[src/rtl/tx_scr_pkg.sv]
package tx_scr_pkg;

  typedef enum logic [1:0] {
    PH_ZERO_RISE = 2'd0,
    PH_POS       = 2'd1,
    PH_ZERO_FALL = 2'd2,
    PH_NEG       = 2'd3
  } mlt3_phase_t;

  localparam logic [1:0] LVL_ZERO = 2'b00;
  localparam logic [1:0] LVL_POS  = 2'b01;
  localparam logic [1:0] LVL_NEG  = 2'b11;

  // Advance the four-phase sequence on a one, hold on a zero.
  function automatic mlt3_phase_t mlt3_phase_next(input mlt3_phase_t ph, input logic one);
    mlt3_phase_t nxt;
    nxt = ph;
    if (one) nxt = mlt3_phase_t'(ph + 2'd1);
    return nxt;
  endfunction

  // Map a phase onto the two-bit signed line level.
  function automatic logic [1:0] mlt3_level(input mlt3_phase_t ph);
    logic [1:0] lvl;
    case (ph)
      PH_POS:  lvl = LVL_POS;
      PH_NEG:  lvl = LVL_NEG;
      default: lvl = LVL_ZERO;
    endcase
    return lvl;
  endfunction

endpackage

[src/rtl/tx_keystream_gen.sv]
module tx_keystream_gen #(
  parameter int unsigned        LFSR_LEN      = 11,
  parameter int unsigned        TAP_POS       = 9,
  parameter logic [LFSR_LEN-1:0] FALLBACK_SEED = '1
) (
  input  logic                clk,
  input  logic                rst,
  input  logic [LFSR_LEN-1:0] seed_i,
  input  logic                step_i,
  output logic                key_o
);

  // state_q[k] holds X[n-1-k]; the newest bit sits at index 0.
  logic [LFSR_LEN-1:0] state_q;
  logic                key_bit;
  logic                seed_is_zero;

  function automatic logic lfsr_feedback(input logic [LFSR_LEN-1:0] s);
    return s[LFSR_LEN-1] ^ s[TAP_POS-1];
  endfunction

  function automatic logic [LFSR_LEN-1:0] lfsr_shift(input logic [LFSR_LEN-1:0] s,
                                                     input logic fb);
    return {s[LFSR_LEN-2:0], fb};
  endfunction

  assign seed_is_zero = (seed_i == '0);
  assign key_bit      = lfsr_feedback(state_q);
  assign key_o        = key_bit;

  always_ff @(posedge clk) begin
    if (rst) begin
      state_q <= seed_is_zero ? FALLBACK_SEED : seed_i;
    end else if (step_i) begin
      state_q <= lfsr_shift(state_q, key_bit);
    end
  end

  // the all-zero lock-up state is never reached
  a_r3_state_nonzero: assert property (@(posedge clk) disable iff (rst)
    state_q != '0);

  // the seed, or the fallback for a zero seed, is in place after reset
  a_r3_seed_loaded: assert property (@(posedge clk) disable iff (rst)
    $fell(rst) |-> (state_q != '0) &&
                   (($past(seed_i) == '0) || (state_q == $past(seed_i))));

  // no advance without a step
  a_r8_state_hold: assert property (@(posedge clk) disable iff (rst)
    !step_i |=> $stable(state_q));

  // the newest bit after a step is the key bit that was offered
  a_r4_shift_in: assert property (@(posedge clk) disable iff (rst)
    step_i |=> state_q[0] == $past(key_o));

endmodule

[src/rtl/tx_mlt3_encoder.sv]
module tx_mlt3_encoder
  import tx_scr_pkg::*;
(
  input  logic       clk,
  input  logic       rst,
  input  logic       step_i,
  input  logic       bit_i,
  output logic [1:0] level_o
);

  mlt3_phase_t phase_q;

  always_ff @(posedge clk) begin
    if (rst) begin
      phase_q <= PH_ZERO_RISE;
    end else if (step_i) begin
      phase_q <= mlt3_phase_next(phase_q, bit_i);
    end
  end

  assign level_o = mlt3_level(phase_q);

  // the unused code never appears
  a_r7_legal_code: assert property (@(posedge clk) disable iff (rst)
    level_o != 2'b10);

  // every level change passes through zero
  a_r7_via_zero: assert property (@(posedge clk) disable iff (rst)
    (level_o != $past(level_o)) |-> (level_o == LVL_ZERO || $past(level_o) == LVL_ZERO));

  // after +1 the next move goes to zero and then to -1
  a_r7_order_after_pos: assert property (@(posedge clk) disable iff (rst)
    ($past(phase_q) == PH_ZERO_FALL && phase_q != PH_ZERO_FALL) |-> level_o == LVL_NEG);

  // the level holds without a step
  a_r8_level_hold: assert property (@(posedge clk) disable iff (rst)
    !step_i |=> $stable(level_o));

endmodule

[src/rtl/tx_scrambler_mlt3.sv]
module tx_scrambler_mlt3
  import tx_scr_pkg::*;
#(
  parameter int unsigned LFSR_LEN = 11,
  parameter int unsigned TAP_POS  = 9
) (
  input  logic                clk,
  input  logic                rst,
  input  logic [LFSR_LEN-1:0] seed_i,
  input  logic                bit_valid_i,
  input  logic                nrz_i,
  output logic                scr_o,
  output logic [1:0]          mlt3_o
);

  localparam logic [LFSR_LEN-1:0] FALLBACK = '1;

  logic key_bit;
  logic scr_bit;
  logic scr_q;

  tx_keystream_gen #(
    .LFSR_LEN      (LFSR_LEN),
    .TAP_POS       (TAP_POS),
    .FALLBACK_SEED (FALLBACK)
  ) u_key (
    .clk    (clk),
    .rst    (rst),
    .seed_i (seed_i),
    .step_i (bit_valid_i),
    .key_o  (key_bit)
  );

  assign scr_bit = nrz_i ^ key_bit;

  always_ff @(posedge clk) begin
    if (rst) begin
      scr_q <= 1'b0;
    end else if (bit_valid_i) begin
      scr_q <= scr_bit;
    end
  end

  assign scr_o = scr_q;

  tx_mlt3_encoder u_mlt3 (
    .clk     (clk),
    .rst     (rst),
    .step_i  (bit_valid_i),
    .bit_i   (scr_bit),
    .level_o (mlt3_o)
  );

  // clean outputs on the first cycle out of reset
  a_r1_reset_outputs: assert property (@(posedge clk) disable iff (rst)
    $fell(rst) |-> (scr_o == 1'b0) && (mlt3_o == LVL_ZERO));

  // a scrambled zero leaves the line level alone
  a_r7_zero_holds: assert property (@(posedge clk) disable iff (rst)
    (bit_valid_i && !scr_bit) |=> $stable(mlt3_o));

  // a scrambled one always moves the line level
  a_r7_one_moves: assert property (@(posedge clk) disable iff (rst)
    (bit_valid_i && scr_bit) |=> !$stable(mlt3_o));

  // the registered bit reflects the valid cycle's scramble result
  a_r5_scr_registered: assert property (@(posedge clk) disable iff (rst)
    bit_valid_i |=> scr_o == $past(scr_bit));

  // the scrambled output holds through gaps
  a_r8_scr_hold: assert property (@(posedge clk) disable iff (rst)
    !bit_valid_i |=> $stable(scr_o));

endmodule

[config.mk]
export PLATFORM = sky130hd
export DESIGN_NAME = tx_scrambler_mlt3
export DESIGN_NICKNAME = d
export VERILOG_FILES = /design/src/rtl/tx_scr_pkg.sv /design/src/rtl/tx_keystream_gen.sv /design/src/rtl/tx_mlt3_encoder.sv /design/src/rtl/tx_scrambler_mlt3.sv
export SDC_FILE = /design/constraint.sdc
export NUM_CORES = 1
export LEC_CHECK = 0
export ABC_AREA = 1
export BUFFER_PORTS_ARGS = -buffer_cell sky130_fd_sc_hd__buf_2
export CAP_MARGIN = 20
export CORE_UTILIZATION = 51
export CTS_CLUSTER_DIAMETER = 120
export DETAILED_ROUTE_END_ITERATION = 12
export GPL_TIMING_DRIVEN = 0
export PLACE_DENSITY = 0.76
export SLEW_MARGIN = 15
export SYNTH_ARGS = -nofsm -noshare
export SYNTH_HDL_FRONTEND = slang
export SYNTH_HIERARCHICAL = 1
export SYNTH_SLANG_ARGS = --single-unit
[constraint.sdc]
create_clock -name clk -period 1.5 [get_ports clk]
set_input_delay 0 -clock clk [delete_from_list [all_inputs] [get_ports clk]]
set_output_delay 0 -clock clk [all_outputs]
set_load 0.005 [all_outputs]
==> summary.txt <==
Run status
  • Status: complete, no violations

Global routing
  • Grt ovf: 0
  • Tot GR Track Use: 0.2066
  • First-pass GRT wire length: 2.111 mm
  • Largest net degree at the start of global routing: 12
  • Gr busiest metal: met2
  • GR Util met1: 0.2660
  • GRT met2 Usage: 0.3086
  • Initial antenna violation count: 0
  • GRT met3 Usage: 0.04891
  • Vias in the first global route: 502

Yosys
  • Post-synth EDFFs: 11
  • Syn_nets: between 100 and 150
  • Top_reg_cell synth: edfxtp_1
  • Synth cell count leaders: nor2_1 (32), edfxtp_1 (11), a21oi_2 (9), nand2_1 (9), inv_1 (7)
  • Sequential area share after synthesis: 0.5073
  • Top post-synthesis cells by area: edfxtp_1 (43%), nor2_1 (16%), a21oi_2 (10%)
  • Most numerous cell in the Yosys netlist: nor2_1
  • Ys Warns: 6
  • Avg Cell Area, Syn: 8.845 µm²
  • #FFs+latches synth: 14
  • Mapped Cells: slightly below 90
  • Cell variety after synth: 16
  • Asr flop ratio synth: 0
  • Share of the synthesized area in the top cell type: 0.4293
  • Synth area leader: edfxtp_1
  • Post-Syn Area: between 700 and 800 µm²

Placed design
  • DPL Wire Length: 1.085 mm
  • GPL Wtd Cong: 0.7746
  • Port Buffers: 17
  • Placement Cell Area: roughly 870 µm²

Clock network
  • Clock Tree Root: clkbuf_4
  • Post-CTS setup buffer count: 0
  • Post-CTS sizing: 0
  • Clock buffer depth: 2
  • Htree depth: 1
  • Inserted Clock Buffers: 3
  • Clock-pin slew on the worst setup and hold paths: 0.08 ns
  • Post-CTS Hold Buffers: 0
  • Clk Latency, worst-skew pair: 0.28 ns
  • # clock sinks: 14
  • TritonCTS clock tree: done

Flow run
  • Max-cap violations: 0

Setup path
  • Worst Setup End Kind: register
  • CP Launch Type: register
  • R2r startpoint: u_key/state_q[8]
  • Worst endpoint data arrival time: 1.48 ns
  • RR Endpoint: u_mlt3/phase_q[1]
  • Crit-path max FO: 4
  • Worst R2R Path Depth: 6
  • WS Path Type: register to register
  • Setup slack, reg-to-reg: 0.21 ns
  • CP startpoint: u_key/state_q[8]
  • CP required: 1.68 ns

Floorplanning
  • Core area: 0.001350 mm²
  • DIE AREA: between 0.0015 and 0.002 mm²
  • Die Span Y: 40.85 µm
  • Row count: 13
  • Die X: between 40 and 50 µm
  • Initial core utilization: 0.5700
  • IO Pins: 18

Hold path
  • Min-Delay Startpoint: rst
  • Worst hold stages: 4
  • Hold Path Class: primary input to register
  • Hold Crit Endpoint: scr_o

STA
  • Slew margin rel.: 0.8132
  • Fin. max-slew vios: 0
  • Worst-margin pin slew: 0.2792 ns
  • Clock Skews: 0.002238 ns
  • Hold Fails Final Rpt: 0
  • RSZ-0062 raised after global routing: false
  • Post-route minimum period: 1.293 ns
  • FMAX: 773.5 MHz
  • Setup TNS: 0 ns
  • Tcrit/Tclk final: 0.8619
  • Final setup viols: 0

Pwr
  • Peak VDD IR: 0.0004624 V
  • Power Dens Cells: 998.8 mW/mm²
  • LEAKAGE: 0.4148 nW

Drt
  • Antenna-violating nets left: 0
  • Avg WL per Cell: 12.64 µm
  • Vias per inst: 5.089
  • Initial DRC count: 21
  • Routed WL: 1.555 mm
  • 1st-pass router iterations: 4
  • Routed vias: 626
  • DRC Markers: 0

Layout
  • ANT cells: 0
  • Final Util: 0.6738
  • Share of cells above drive strength 1: 0.3241
  • Post-route cell area: about 910 µm²
  • Area delta synth->final: 18.21%
  • Nets@finish: 126
==> state kept, by name (all words and copies together), names as in the netlist <==
signal	count
u_mlt3/phase_q	2
scr_o	1
u_key/state_q	11
==> per-stage QoR <==
step	instances	setup WS, ns	hold slack [ns]	power (W)
floorplan	87	0.4173	0.1481	0.0005837
global placement	119	0.3152	0.3149	0.0006299
detailed placement	119	0.2653	0.3181	0.0006406
CTS	123	0.2326	0.01898	0.0009166
global route	123	0.1141	0.03967	0.0009495
finish	123	0.2072	0.02125	0.0009085
==> cells by family after synthesis <==
group / share of synthesized area
XOR/XNOR: 0.01138
buffers and inverters: 0.06179
adder cells (fa/ha/maj): 0.03252
AND/OR/NAND/NOR: 0.2439
flip-flops: 0.5073
AO/OA/AOI/OAI: 0.1431
==> final cells by class <==
| type | count | area, µm² |
|---|---|---|
| timing repair buffer | 17 | 85.08 |
| fill | 108 | 440.4 |
| sequential | 14 | 390.4 |
| multi-input combinational | 63 | 331.6 |
| tap | 15 | 18.77 |
| inverter | 7 | 26.28 |
| buffer | 3 | 21.27 |
| clock buffer | 4 | 36.28 |
==> how the worst max path moves through the flow <==
| stage | endpoint | slack [ns] |
|---|---|---|
| final | u_mlt3/phase_q[1] | 0.21 |
| after global routing | u_mlt3/phase_q[1] | 0.11 |
| after floorplan | u_mlt3/phase_q[0] | 0.42 |
| after detailed placement | u_mlt3/phase_q[0] | 0.27 |
| after global placement | u_mlt3/phase_q[1] | 0.32 |
| after CTS | u_mlt3/phase_q[0] | 0.23 |
==> worst max-delay path: stages, from the launching register on <==
cell	delay, ns
edfxtp_1	0.43
xor2_1	0.30
inv_1	0.07
nand2_1	0.08
nand2_1	0.10
a21oi_1	0.15
nor2_1	0.06
==> metal layers <==
layer	wire length (µm)	up-vias
li1	-	323
met1	695	285
met2	786	14
met3	50	4
met4	23	0
met5	0	-
==> report_power, final <==
| part | internal (W) | switching [W] | leakage (nW) |
|---|---|---|---|
| clock | 0.000148 | 0.000127 | 0.0210 |
| combinational | 0.0000649 | 0.0000883 | 0.260 |
| sequential | 0.000463 | 0.0000171 | 0.134 |
| total | 0.000676 | 0.000233 | 0.415 |
==> placed cells by master (no fill, tap or decap) <==
master / count
nand3_1: 3
ha_1: 2
edfxtp_1: 11
buf_6: 1
and2_0: 1
nand2_1: 9
buf_2: 19
or2_2: 1
a21oi_2: 9
clkbuf_4: 3
inv_1: 7
a21oi_1: 3
dfxtp_1: 3
nor2_1: 32
clkbuf_8: 1
or2_1: 1
a21oi_4: 1
xor2_1: 1
No activity file was read; power rests on OpenSTA's default activity.
